===== config.mk =====
export PLATFORM = sky130hd
export DESIGN_NAME = uart_rx_mv
export DESIGN_NICKNAME = d
export VERILOG_FILES = /design/src/rtl/uart_rx_mv_pkg.sv /design/src/rtl/uart_rx_mv_sync.sv /design/src/rtl/uart_rx_mv_vote.sv /design/src/rtl/uart_rx_mv_frame.sv /design/src/rtl/uart_rx_mv.sv
export SDC_FILE = /design/constraint.sdc
export NUM_CORES = 1
export LEC_CHECK = 0
export ABC_CLOCK_PERIOD_IN_PS = 2100
export BUFFER_PORTS_ARGS = -buffer_cell sky130_fd_sc_hd__buf_2
export CORE_ASPECT_RATIO = 0.9
export CORE_MARGIN = 1
export CORE_UTILIZATION = 58
export DETAILED_ROUTE_END_ITERATION = 7
export PLACE_DENSITY = 0.85
export SLEW_MARGIN = 20
export SYNTH_ARGS = -nofsm -noshare
export SYNTH_HDL_FRONTEND = slang
export SYNTH_HIERARCHICAL = 1
export SYNTH_SLANG_ARGS = --single-unit
export TNS_END_PERCENT = 100

===== constraint.sdc =====
create_clock -name clk -period 2.1 [get_ports clk]
set_input_delay 0.21 -clock clk [delete_from_list [all_inputs] [get_ports clk]]
set_output_delay 0.21 -clock clk [all_outputs]
set_load 0.01 [all_outputs]

===== src/rtl/uart_rx_mv_pkg.sv =====
// Shared types for the majority-vote UART receiver.
// Assumes characters of MIN_W..DATA_W bits, selected by a 2-bit code.
package uart_rx_mv_pkg;

    localparam int DATA_W = 8;
    localparam int MIN_W  = 5;

    typedef enum logic [2:0] {
        RX_IDLE,
        RX_START,
        RX_DATA,
        RX_PARITY,
        RX_STOP,
        RX_HOLD_LOW
    } rx_state_e;

    typedef struct packed {
        logic [DATA_W-1:0] data;
        logic              perr;
        logic              ferr;
        logic              brk;
    } rx_char_t;

endpackage


===== src/rtl/uart_rx_mv_sync.sv =====
// Multi-flop synchroniser for the asynchronous serial input.
// Assumes STAGES >= 2. Resets to the idle line level so that reset
// release cannot look like a start bit.
module uart_rx_mv_sync #(
    parameter int   STAGES     = 2,
    parameter logic IDLE_LEVEL = 1'b1
) (
    input  logic clk,
    input  logic rst_n,
    input  logic d,
    output logic q
);
    logic [STAGES-1:0] chain;

    // Shift the raw input through the flop chain.
    always_ff @(posedge clk) begin
        if (!rst_n) chain <= {STAGES{IDLE_LEVEL}};
        else        chain <= {chain[STAGES-2:0], d};
    end

    assign q = chain[STAGES-1];
endmodule


===== src/rtl/uart_rx_mv_vote.sv =====
// Two-of-three bit decision over sub-bit samples MID-1, MID and MID+1.
// Assumes the caller supplies the sub-bit phase, which equals the index of
// the sample taken on the current tick.
module uart_rx_mv_vote #(
    parameter int OSR = 16,
    parameter int MID = 8,
    parameter int PW  = $clog2(OSR)
) (
    input  logic          clk,
    input  logic          rst_n,
    input  logic          tick,
    input  logic [PW-1:0] phase,
    input  logic          line,
    output logic          decide,
    output logic          bit_val
);
    localparam logic [PW-1:0] P_EARLY  = PW'(MID - 1);
    localparam logic [PW-1:0] P_CENTRE = PW'(MID);
    localparam logic [PW-1:0] P_LATE   = PW'(MID + 1);

    logic s_early, s_centre;

    // Capture the two earlier samples of the voting window.
    always_ff @(posedge clk) begin
        if (!rst_n) begin
            s_early  <= 1'b1;
            s_centre <= 1'b1;
        end else if (tick && phase == P_EARLY) begin
            s_early  <= line;
        end else if (tick && phase == P_CENTRE) begin
            s_centre <= line;
        end
    end

    // The third sample is the live line; the decision is made on that tick.
    assign decide  = tick && (phase == P_LATE);
    assign bit_val = (s_early & s_centre) | (s_early & line) | (s_centre & line);
endmodule


===== src/rtl/uart_rx_mv_frame.sv =====
// Frame sequencer: start validation, data assembly, parity and stop check.
// Assumes a synchronised line and a one-cycle tick at OSR x bit rate.
// Settings are latched when a start is detected.
module uart_rx_mv_frame
    import uart_rx_mv_pkg::*;
#(
    parameter int OSR = 16,
    parameter int MID = 8
) (
    input  logic     clk,
    input  logic     rst_n,
    input  logic     tick,
    input  logic     line,
    input  logic [1:0] cfg_len,
    input  logic     cfg_par_en,
    input  logic     cfg_par_odd,
    output logic     char_done,
    output rx_char_t char_q
);
    localparam int PW = $clog2(OSR);
    localparam int BW = $clog2(DATA_W);

    rx_state_e         state;
    logic [PW-1:0]     phase;
    logic [BW-1:0]     bit_idx;
    logic [DATA_W-1:0] shreg;
    logic              acc, any_one;
    logic [1:0]        len_q;
    logic              pen_q, podd_q;
    logic              decide, bit_val;
    logic              last_data;

    uart_rx_mv_vote #(.OSR(OSR), .MID(MID), .PW(PW)) u_vote (
        .clk    (clk),
        .rst_n  (rst_n),
        .tick   (tick),
        .phase  (phase),
        .line   (line),
        .decide (decide),
        .bit_val(bit_val)
    );

    assign last_data = (bit_idx == BW'(MIN_W - 1 + int'(len_q)));

    // Bit-level sequencing and character assembly.
    always_ff @(posedge clk) begin
        if (!rst_n) begin
            state     <= RX_IDLE;
            phase     <= '0;
            bit_idx   <= '0;
            shreg     <= '0;
            acc       <= 1'b0;
            any_one   <= 1'b0;
            len_q     <= '0;
            pen_q     <= 1'b0;
            podd_q    <= 1'b0;
            char_done <= 1'b0;
            char_q    <= '0;
        end else begin
            char_done <= 1'b0;
            if (tick && state != RX_IDLE && state != RX_HOLD_LOW)
                phase <= phase + 1'b1;
            case (state)
                RX_IDLE: if (tick && !line) begin
                    state  <= RX_START;
                    phase  <= PW'(1);
                    len_q  <= cfg_len;
                    pen_q  <= cfg_par_en;
                    podd_q <= cfg_par_odd;
                end
                RX_START: if (decide) begin
                    if (bit_val) begin
                        state <= RX_IDLE;
                    end else begin
                        state   <= RX_DATA;
                        bit_idx <= '0;
                        acc     <= 1'b0;
                        any_one <= 1'b0;
                    end
                end
                RX_DATA: if (decide) begin
                    shreg   <= {bit_val, shreg[DATA_W-1:1]};
                    acc     <= acc ^ bit_val;
                    any_one <= any_one | bit_val;
                    bit_idx <= bit_idx + 1'b1;
                    if (last_data) state <= pen_q ? RX_PARITY : RX_STOP;
                end
                RX_PARITY: if (decide) begin
                    acc     <= acc ^ bit_val;
                    any_one <= any_one | bit_val;
                    state   <= RX_STOP;
                end
                RX_STOP: if (decide) begin
                    char_done   <= 1'b1;
                    char_q.data <= shreg >> (DATA_W - MIN_W - int'(len_q));
                    char_q.perr <= pen_q & (acc ^ podd_q);
                    char_q.ferr <= ~bit_val;
                    char_q.brk  <= ~bit_val & ~any_one;
                    state       <= bit_val ? RX_IDLE : RX_HOLD_LOW;
                end
                RX_HOLD_LOW: if (line) state <= RX_IDLE;
                default: state <= RX_IDLE;
            endcase
        end
    end
endmodule


===== src/rtl/uart_rx_mv.sv =====
// Top of the majority-vote UART receiver: synchroniser, frame sequencer
// and a one-entry holding register with overrun detection.
// Assumes tick16 is a single-cycle pulse at 16x the bit rate.
module uart_rx_mv
    import uart_rx_mv_pkg::*;
#(
    parameter int OSR         = 16,
    parameter int MID         = 8,
    parameter int SYNC_STAGES = 2
) (
    input  logic              clk,
    input  logic              rst_n,
    input  logic              tick16,
    input  logic              rx_serial,
    input  logic [1:0]        cfg_len,
    input  logic              cfg_par_en,
    input  logic              cfg_par_odd,
    input  logic              rx_take,
    output logic [DATA_W-1:0] rx_data,
    output logic              rx_perr,
    output logic              rx_ferr,
    output logic              rx_brk,
    output logic              rx_ready,
    output logic              rx_overrun
);
    logic     line_s;
    logic     frm_done;
    rx_char_t frm_char, held;

    uart_rx_mv_sync #(.STAGES(SYNC_STAGES), .IDLE_LEVEL(1'b1)) u_sync (
        .clk  (clk),
        .rst_n(rst_n),
        .d    (rx_serial),
        .q    (line_s)
    );

    uart_rx_mv_frame #(.OSR(OSR), .MID(MID)) u_frame (
        .clk        (clk),
        .rst_n      (rst_n),
        .tick       (tick16),
        .line       (line_s),
        .cfg_len    (cfg_len),
        .cfg_par_en (cfg_par_en),
        .cfg_par_odd(cfg_par_odd),
        .char_done  (frm_done),
        .char_q     (frm_char)
    );

    // Holding register: accept when empty or being emptied, else flag overrun.
    always_ff @(posedge clk) begin
        if (!rst_n) begin
            held       <= '0;
            rx_ready   <= 1'b0;
            rx_overrun <= 1'b0;
        end else begin
            rx_overrun <= 1'b0;
            if (frm_done) begin
                if (!rx_ready || rx_take) begin
                    held     <= frm_char;
                    rx_ready <= 1'b1;
                end else begin
                    rx_overrun <= 1'b1;
                end
            end else if (rx_take) begin
                rx_ready <= 1'b0;
            end
        end
    end

    assign rx_data = held.data;
    assign rx_perr = held.perr;
    assign rx_ferr = held.ferr;
    assign rx_brk  = held.brk;
endmodule


==> results of run 1 <==
## per-layer routing
layer  track usage (%)  share of wire (%)  vias to the layer above
met3              4.26                4.3                        7
met5                 0                  0                        -
met4              8.25                1.2                        0
met1              32.0                 52                      906
met2              34.0                 42                       38
li1                  -                  -                      982
## metrics by stage
stage / utilization [%] / cells / hold WS, ps / total power, mW / area [sq um]
after floorplan: - / 274 / 283 / 1.09 / 2500
after global placement: 63.3 / 332 / 393 / 1.11 / 2600
after detailed placement: 63.3 / 332 / 392 / 1.11 / 2600
after CTS: 65.6 / 340 / 83.2 / 1.69 / 2690
after global routing: 65.6 / 340 / 76.8 / 1.73 / 2690
final: 65.6 / 340 / 81.7 / 1.67 / 2690
## Yosys cell counts (2+ instances only)
master	number
and3_1	2
nor2b_4	2
nand3_1	3
buf_6	3
o22ai_1	2
mux2_1	2
o21ai_0	4
xor2_1	5
o21ai_1	2
mux2i_1	20
nor3_1	4
and2_1	2
mux4_2	3
nand2b_1	5
clkbuf_1	2
inv_1	6
nor2b_1	7
nor2_1	16
dfxtp_1	53
nand2_1	55
o211ai_1	4
ha_1	2
buf_2	8
a21oi_1	23
## power groups by stage
stage	sequential [mW]	clock [mW]	combinational, mW
after floorplan	1.04	0	0.0510
after global placement	1.05	0	0.0614
after detailed placement	1.05	0	0.0631
after CTS	1.03	0.597	0.0633
after global routing	1.03	0.632	0.0718
final	1.03	0.585	0.0634
## cell type report
class	instances	area share, %
Multi-Input combinational cell	197	48.3
Sequential cell	53	39.5
Timing Repair Buffer	27	5.58
Clock buffer	5	2.56
Tap cell	48	2.23
Inverter	7	0.977
Clock inverter	3	0.838
## flip-flops by register name, summed over array words and instances (netlist names), 2 cells and up
| signal | cells |
|---|---|
| u_frame/bit_idx | 3 |
| u_frame/shreg | 8 |
| u_frame/len_q | 2 |
| rx_data | 8 |
| u_frame/phase | 4 |
| u_frame/char_q | 11 |
| u_frame/state | 3 |
| u_sync/chain | 2 |
## logic make-up (layout without fill, tap and decap cells)
logic type               after synthesis  count (layout)  share of synthesized area, %
adder cells (fa/ha/maj)                3               3                          1.40
XOR/XNOR                               7               7                          2.75
buffers and inverters                 24              42                          5.74
flip-flops                            53              53                          42.4
AND/OR/NAND/NOR                      111             111                          22.8
AO/OA/AOI/OAI                         50              50                          12.9
multiplexers                          26              26                          12.0
## worst max-delay path, cell delays in order, from the launching register on
cell and delay (ps):
dfxtp_1 350, and4bb_1 310, and2_2 210, nor2b_1 280, and2_1 390, a22oi_1 140, nor2b_1 120
## path summary, 6_finish.rpt
kind	from	to	slack, ps
max	u_frame/phase[2]	u_frame/bit_idx[1]	240
min	rx_serial	u_sync/chain[0]	80
max reg2reg	u_frame/phase[2]	u_frame/bit_idx[1]	240
min reg2reg	u_sync/chain[0]	u_sync/chain[1]	420
==> flow_summary.ini, run 1 <==
[pwr]
switching_power_uw = 401
switching_share_pct = 23.9
p_comb_share_pct = 3.8
power_frac_seq_pct = 61.3
power_density_nw_per_um2 = 623
clock_power_share_pct = 34.9
ir_drop_mv = 0.492
p_int_mw = 1.27
p_leak_nw = 0.983

[die]
num_rows = 22
dieArea_sq_um = 4590
core_area_sq_um = 4100
io-pin-count = 22
fp.dieH_microns = 64.3
die_x_microns = 71.3
start_util_pct = 61.1

[logic_synthesis]
syn_avg_cell_area_sq_um = 9.14
synth.distinct_cells = 63
synth_edf_count = 0
async_flop_share_pct = 0
synth.top_cell.area_share_pct = 42.4
syn_nets = 285
ys_warn_count = 6
ys_ff_latch = 53
synth.area.top_cells = dfxtp_1 42%, nand2_1 8.2%, mux2i_1 8.0%, a21oi_1 4.6%, mux4_2 2.7%
synth_top_area_cell = dfxtp_1
ys_seq_area_share_pct = 42.4
synth_ff_type = dfxtp_1
syn_inst = 274
synth_area_sq_um = 2500

[final_layout]
mostFrequentLayoutCells = 55 x nand2_1, 53 x dfxtp_1, 23 x a21oi_1, 21 x buf_2, 20 x mux2i_1
multi_input_comb_area_sq_um = 1300
final_common_cell = nand2_1
diodes = 0
syn2layout_area_growth_pct = 7.34
nNetsFinal = 302
regArea_sq_um = 1060
fill_cells = 337
drive_above_1_share_pct = 17.5

[flow_run]
maxCapViolCount = 0

[worst_setup_path]
crit_arrival_ps = 2120
crit_type = reg2reg
cp-start-kind = register
cp-end-kind = register
reg2reg_depth = 6
path_max_fanout = 10
critical_path_required_ps = 2350

[sta]
setup_tns_ps = 0
rsz0062_at_grt = no
tightest_slew_ps = 626
fmax_ghz = 0.536
period_share_pct = 88.8
max_slew_margin_pct = 58.2
setup_slack_ps = 236
finalClockSkew_ps = 10.8
period_minus_slack_ps = 1860
drv_slew = 0
finalHoldViolations = 0
setup_viol = 0

[clock_network]
clk_latency_ps = 320
post_cts.repair.setup_buffers = 0
cts_root_buf = clkbuf_8
cts_tree = yes
cts_hold_buf = 0
cts_resized = 0
htree_levels = 2
cts_buffers = 5
numClockSinks = 53
clk_pin_slew_worst_paths_ps = 100
clock_path_buffers = 2

[route]
avgRoutedWirePerCell_microns = 13.3
drcViolationCount = 6
dr.pass1.iters = 7
drtAntennaViolNets = 0
drt-initial-drc-count = 124
wl_mm = 4.52
num_vias = 1933
via_per_inst = 5.69

[place]
place_ws_ps = 276
portBuffers = 21
place_congestion = 0.828
post-dp-hpwl_mm = 3.17

[grt]
grt_pass1_vias = 1749
groute.usage.overall_pct = 22.6
grt_max_degree = 37
grt_pass1_wl_mm = 8.12
grt_overflow = 0
antenna_found_initial = 0

[run_status]
run_status = complete, but fails checks
violations = design-rule violations

[worst_hold_path]
hp-class = in2reg
holdPathStages = 2
(Power assumes the default switching activity.)
==> inputs of run 2 (changes only) <==
RECOVER_POWER = 100   (was default)
==> flow_summary.ini, run 2 (same netlist as run 1, synthesis figures left out) <==
[worst_hold_path]
hp-class = in2reg
holdPathStages = 2
hold_end = u_sync/chain[0]
worstHoldStart = rx_serial

[worst_setup_path]
cp_top_family = simple AND/OR/NAND/NOR gates
reg2reg_depth = 6
crit_type = reg2reg
cp_common_cell = nor2b_1
reg2reg_from = u_frame/phase[2]
path_max_fanout = 10
cp-start-kind = register
crit_arrival_ps = 2110
critPathBufInv = 0
cp-end-kind = register
cpPeakStageDelay_ps = 400
critical_path_required_ps = 2340
crit_chain = and4bb_1 -> and2_2 -> nor2b_1 -> and2_1 -> a22oi_1 -> nor2b_1
r2r_end = u_frame/bit_idx[1]
reg2reg_slack_ps = 230
cp_slowest_cell = and2_1

[final_layout]
final_common_cell = nand2_1
regMostFlops = u_frame/char_q
largest_register_ffs = 11
nNetsFinal = 302
syn2layout_area_growth_pct = 5.74
drive_above_1_share_pct = 11.6
mostFrequentLayoutCells = 55 x nand2_1, 53 x dfxtp_1, 23 x a21oi_1, 20 x mux2i_1, 17 x clkbuf_1
fill_cells = 346
diodes = 0

[route]
avgRoutedWirePerCell_microns = 13.2
via_per_inst = 5.69
drtAntennaViolNets = 0
dr.pass1.iters = 7
num_vias = 1934
drt-initial-drc-count = 123
wl_mm = 4.50
drcViolationCount = 6

[run_status]
run_status = complete, but fails checks
violations = design-rule violations

[clock_network]
clock_path_buffers = 2
clk_pin_slew_worst_paths_ps = 100
post_cts.repair.setup_buffers = 0
htree_levels = 2
cts_resized = 0
cts_buffers = 5
cts_hold_buf = 0
clk_latency_ps = 310
cts_tree = yes
numClockSinks = 53
cts_root_buf = clkbuf_8

[die]
die_x_microns = 71.3
dieArea_sq_um = 4590
num_rows = 22
io-pin-count = 22
start_util_pct = 61.1
fp.dieH_microns = 64.3
core_area_sq_um = 4100

[grt]
grt_pass1_wl_mm = 8.12
grt_max_degree = 37
grt_overflow = 0
groute.usage.overall_pct = 22.6
grt_pass1_vias = 1749
antenna_found_initial = 0

[pwr]
ir_drop_mv = 0.491
p_leak_nw = 0.907
total_power_mw = 1.66
power_density_nw_per_um2 = 628

[sta]
finalHoldViolations = 0
rsz0062_at_grt = no
setup_viol = 0
tightest_slew_ps = 1430
fmax_ghz = 0.535
period_share_pct = 89.0
drv_slew = 0
finalClockSkew_ps = 11.4
period_minus_slack_ps = 1870
setup_tns_ps = 0
max_slew_margin_pct = 4.68

[place]
place_congestion = 0.828
portBuffers = 21
post-dp-hpwl_mm = 3.17

[flow_run]
maxCapViolCount = 0
-- run 2: cell types whose count changed in the layout (fill, tap and decap cells not counted), moves of 2 or more --
cell and change:
buf_4 -4, o21ai_1 -2, o21ai_0 +2, clkbuf_1 +17, buf_2 -14
-- run 2: area by class of cell --
type,instances,area (sq um),share of cell area (%)
multi-input cells,197,1290,48.7
well taps,48,60.1,2.27
flip-flops and latches,53,1060,40.1
repair buffers,27,119,4.49
inverters,7,26.3,0.992
clock buffers,5,68.8,2.60
clock inverters,3,22.5,0.850
-- run 2: worst max-delay path by stage --
| stage | start | to | slack (ps) | cells after the start |
|---|---|---|---|---|
| 6_report | u_frame/phase[2] | u_frame/bit_idx[1] | 230 | 6 |
| 2_1_floorplan | u_frame/phase[2] | u_frame/bit_idx[1] | 420 | 8 |
| 4_1_cts | u_frame/phase[2] | u_frame/bit_idx[1] | 240 | 6 |
| 5_1_grt | u_frame/phase[1] | u_frame/acc | 40 | 7 |
| 3_3_place_gp | u_frame/phase[2] | u_frame/bit_idx[1] | 400 | 6 |
| 3_5_place_dp | u_frame/phase[2] | u_frame/bit_idx[1] | 280 | 6 |
-- run 2: per-stage QoR --
step | setup slack, ps | hold slack (ps) | cells | util (%) | instance area (sq um)
global placement | 402 | 393 | 332 | 63.3 | 2600
finish | 231 | 91.2 | 340 | 64.6 | 2650
floorplan | 418 | 283 | 274 | - | 2500
detailed placement | 276 | 392 | 332 | 63.3 | 2600
CTS | 235 | 83.2 | 340 | 65.6 | 2690
global route | 38.7 | 76.8 | 340 | 64.6 | 2650
-- run 2: per-layer routing --
layer | part of all wire [%] | up-vias | track usage, % | wire [microns]
met3 | 5.2 | 8 | 4.26 | 232
met5 | 0 | - | 0 | 0
met4 | 1.5 | 0 | 8.25 | 68
met2 | 42 | 46 | 34.0 | 1890
li1 | - | 984 | - | -
met1 | 51 | 896 | 32.0 | 2310
-- run 2: power by group --
| group | internal [mW] | switching, mW |
|---|---|---|
| Clock | 0.237 | 0.339 |
| Combinational | 0.0250 | 0.0368 |
| Sequential | 1.01 | 0.0150 |
==> inputs of run 3 (changes only) <==
GPL_TIMING_DRIVEN = 0   (was default)
==> flow_summary.ini, run 3 (same netlist as run 1, synthesis figures left out) <==
[final_layout]
mostFrequentLayoutCells = 55 x nand2_1, 53 x dfxtp_1, 23 x a21oi_1, 22 x clkbuf_1, 20 x mux2i_1
final_area_sq_um = 2690
regMostFlops = u_frame/char_q
largest_register_ffs = 11
drive_above_1_share_pct = 12.2
diodes = 0
nNetsFinal = 313
syn2layout_area_growth_pct = 7.49
final_common_cell = nand2_1

[pwr]
p_int_mw = 1.28
power_density_nw_per_um2 = 610
p_leak_nw = 0.946
power_frac_seq_pct = 62.1
p_comb_share_pct = 4.4
switching_share_pct = 22.3
switching_power_uw = 366
total_power_mw = 1.64
clock_power_share_pct = 33.5
ir_drop_mv = 0.411

[route]
dr.pass1.iters = 6
drt-initial-drc-count = 145
wl_mm = 4.68
avgRoutedWirePerCell_microns = 13.3
num_vias = 1980
via_per_inst = 5.64
drtAntennaViolNets = 0
drcViolationCount = 6

[worst_setup_path]
path_max_fanout = 10
cp_top_family = simple AND/OR/NAND/NOR gates
crit_type = reg2reg
cpPeakStageDelay_ps = 390
cp-end-kind = register
critical_path_required_ps = 2290
cp-startpoint = u_frame/phase[2]
reg2reg_from = u_frame/phase[2]
cp-start-kind = register
crit_chain = and4bb_1 -> and2_2 -> nor2b_1 -> buf_2 -> and2_1 -> buf_2 -> a22oi_1 -> nor2b_1
critPathBufInv = 2
crit_arrival_ps = 2050
cp_slowest_cell = dfxtp_1

[clock_network]
cts_hold_buf = 0
cts_root_buf = clkbuf_8
htree_levels = 2
cts_resized = 0
post_cts.repair.setup_buffers = 0
numClockSinks = 53
cts_tree = yes
cts_buffers = 5
clock_path_buffers = 2
clk_pin_slew_worst_paths_ps = 90
clk_latency_ps = 300

[grt]
grt_max_degree = 16
groute.usage.overall_pct = 22.1
grt_pass1_vias = 1827
grt_overflow = 0
antenna_found_initial = 0
grt_pass1_wl_mm = 8.11

[sta]
rsz0062_at_grt = no
max_slew_margin_pct = 46.6
fmax_ghz = 0.540
tightest_slew_ps = 794
setup_tns_ps = 0
drv_slew = 0
setup_viol = 0
period_minus_slack_ps = 1850
finalClockSkew_ps = 5.90
period_share_pct = 88.3
finalHoldViolations = 0

[place]
dpl-instance-area_sq_um = 2670
place_congestion = 0.867
post-dp-hpwl_mm = 3.39
portBuffers = 21

[run_status]
run_status = complete, but fails checks
violations = design-rule violations

[die]
io-pin-count = 22
start_util_pct = 61.1
die_x_microns = 71.3
dieArea_sq_um = 4590
num_rows = 22
fp.dieH_microns = 64.3
core_area_sq_um = 4100

[flow_run]
maxCapViolCount = 0

[worst_hold_path]
worstHoldStart = rx_serial
hp-class = in2reg
## run 3: changes by cell type in the layout (fill, tap and decap cells not counted), moves of 2 or more
cell	before	now
buf_2	7	12
buf_6	0	3
clkbuf_1	17	22
clkinv_4	2	0
nor2b_1	7	9
nor2b_4	2	0
o21ai_0	6	4
o21ai_1	0	2
## run 3: metrics by stage
stage | instances | hold slack, ps | setup slack [ps] | utilization [%]
global route | 351 | 91.7 | 117 | 65.6
floorplan | 274 | 283 | 418 | -
detailed placement | 343 | 393 | 277 | 65.1
global placement | 343 | 397 | 290 | 65.1
CTS | 351 | 94.8 | 250 | 67.1
finish | 351 | 92.8 | 247 | 65.6
## run 3: worst paths after layout
check / to / slack, ps / cells past startpoint
hold reg to reg: u_sync/chain[1] / 410 / 1
hold / removal: u_sync/chain[0] / 90 / 2
setup reg to reg: u_frame/bit_idx[1] / 250 / 8
setup / recovery: u_frame/bit_idx[1] / 250 / 8
## run 3: worst register-to-register path, cell delays in order (launching register included)
cell,delay (ps)
dfxtp_1,390
and4bb_1,250
and2_2,240
nor2b_1,140
buf_2,160
and2_1,140
buf_2,170
a22oi_1,200
nor2b_1,70
## run 3: power groups by stage
stage | clock network, mW | logic (mW) | registers (mW)
2_1_floorplan | 0 | 0.0510 | 1.04
3_3_place_gp | 0 | 0.0721 | 1.04
3_5_place_dp | 0 | 0.0741 | 1.04
4_1_cts | 0.567 | 0.0744 | 1.02
5_1_grt | 0.596 | 0.0806 | 1.02
6_report | 0.550 | 0.0723 | 1.02
## run 3: cell type report
| class | count | area [sq um] |
|---|---|---|
| multi-input cells | 197 | 1280 |
| plain buffers | 17 | 97.6 |
| flip-flops and latches | 53 | 1060 |
| well taps | 48 | 60.1 |
| clock inverters | 1 | 7.51 |
| fillers | 350 | 1410 |
| repair buffers | 21 | 87.6 |
| clock buffers | 7 | 76.3 |
| inverters | 7 | 26.3 |
## run 3: per-layer routing
metal  share of wire (%)  routed length (microns)  GRT usage (%)
met2                  44                     2060           36.3
met1                  51                     2370           29.3
met3                 4.2                      196           4.89
met5                   0                        0              0
met4                 1.1                       50           6.00
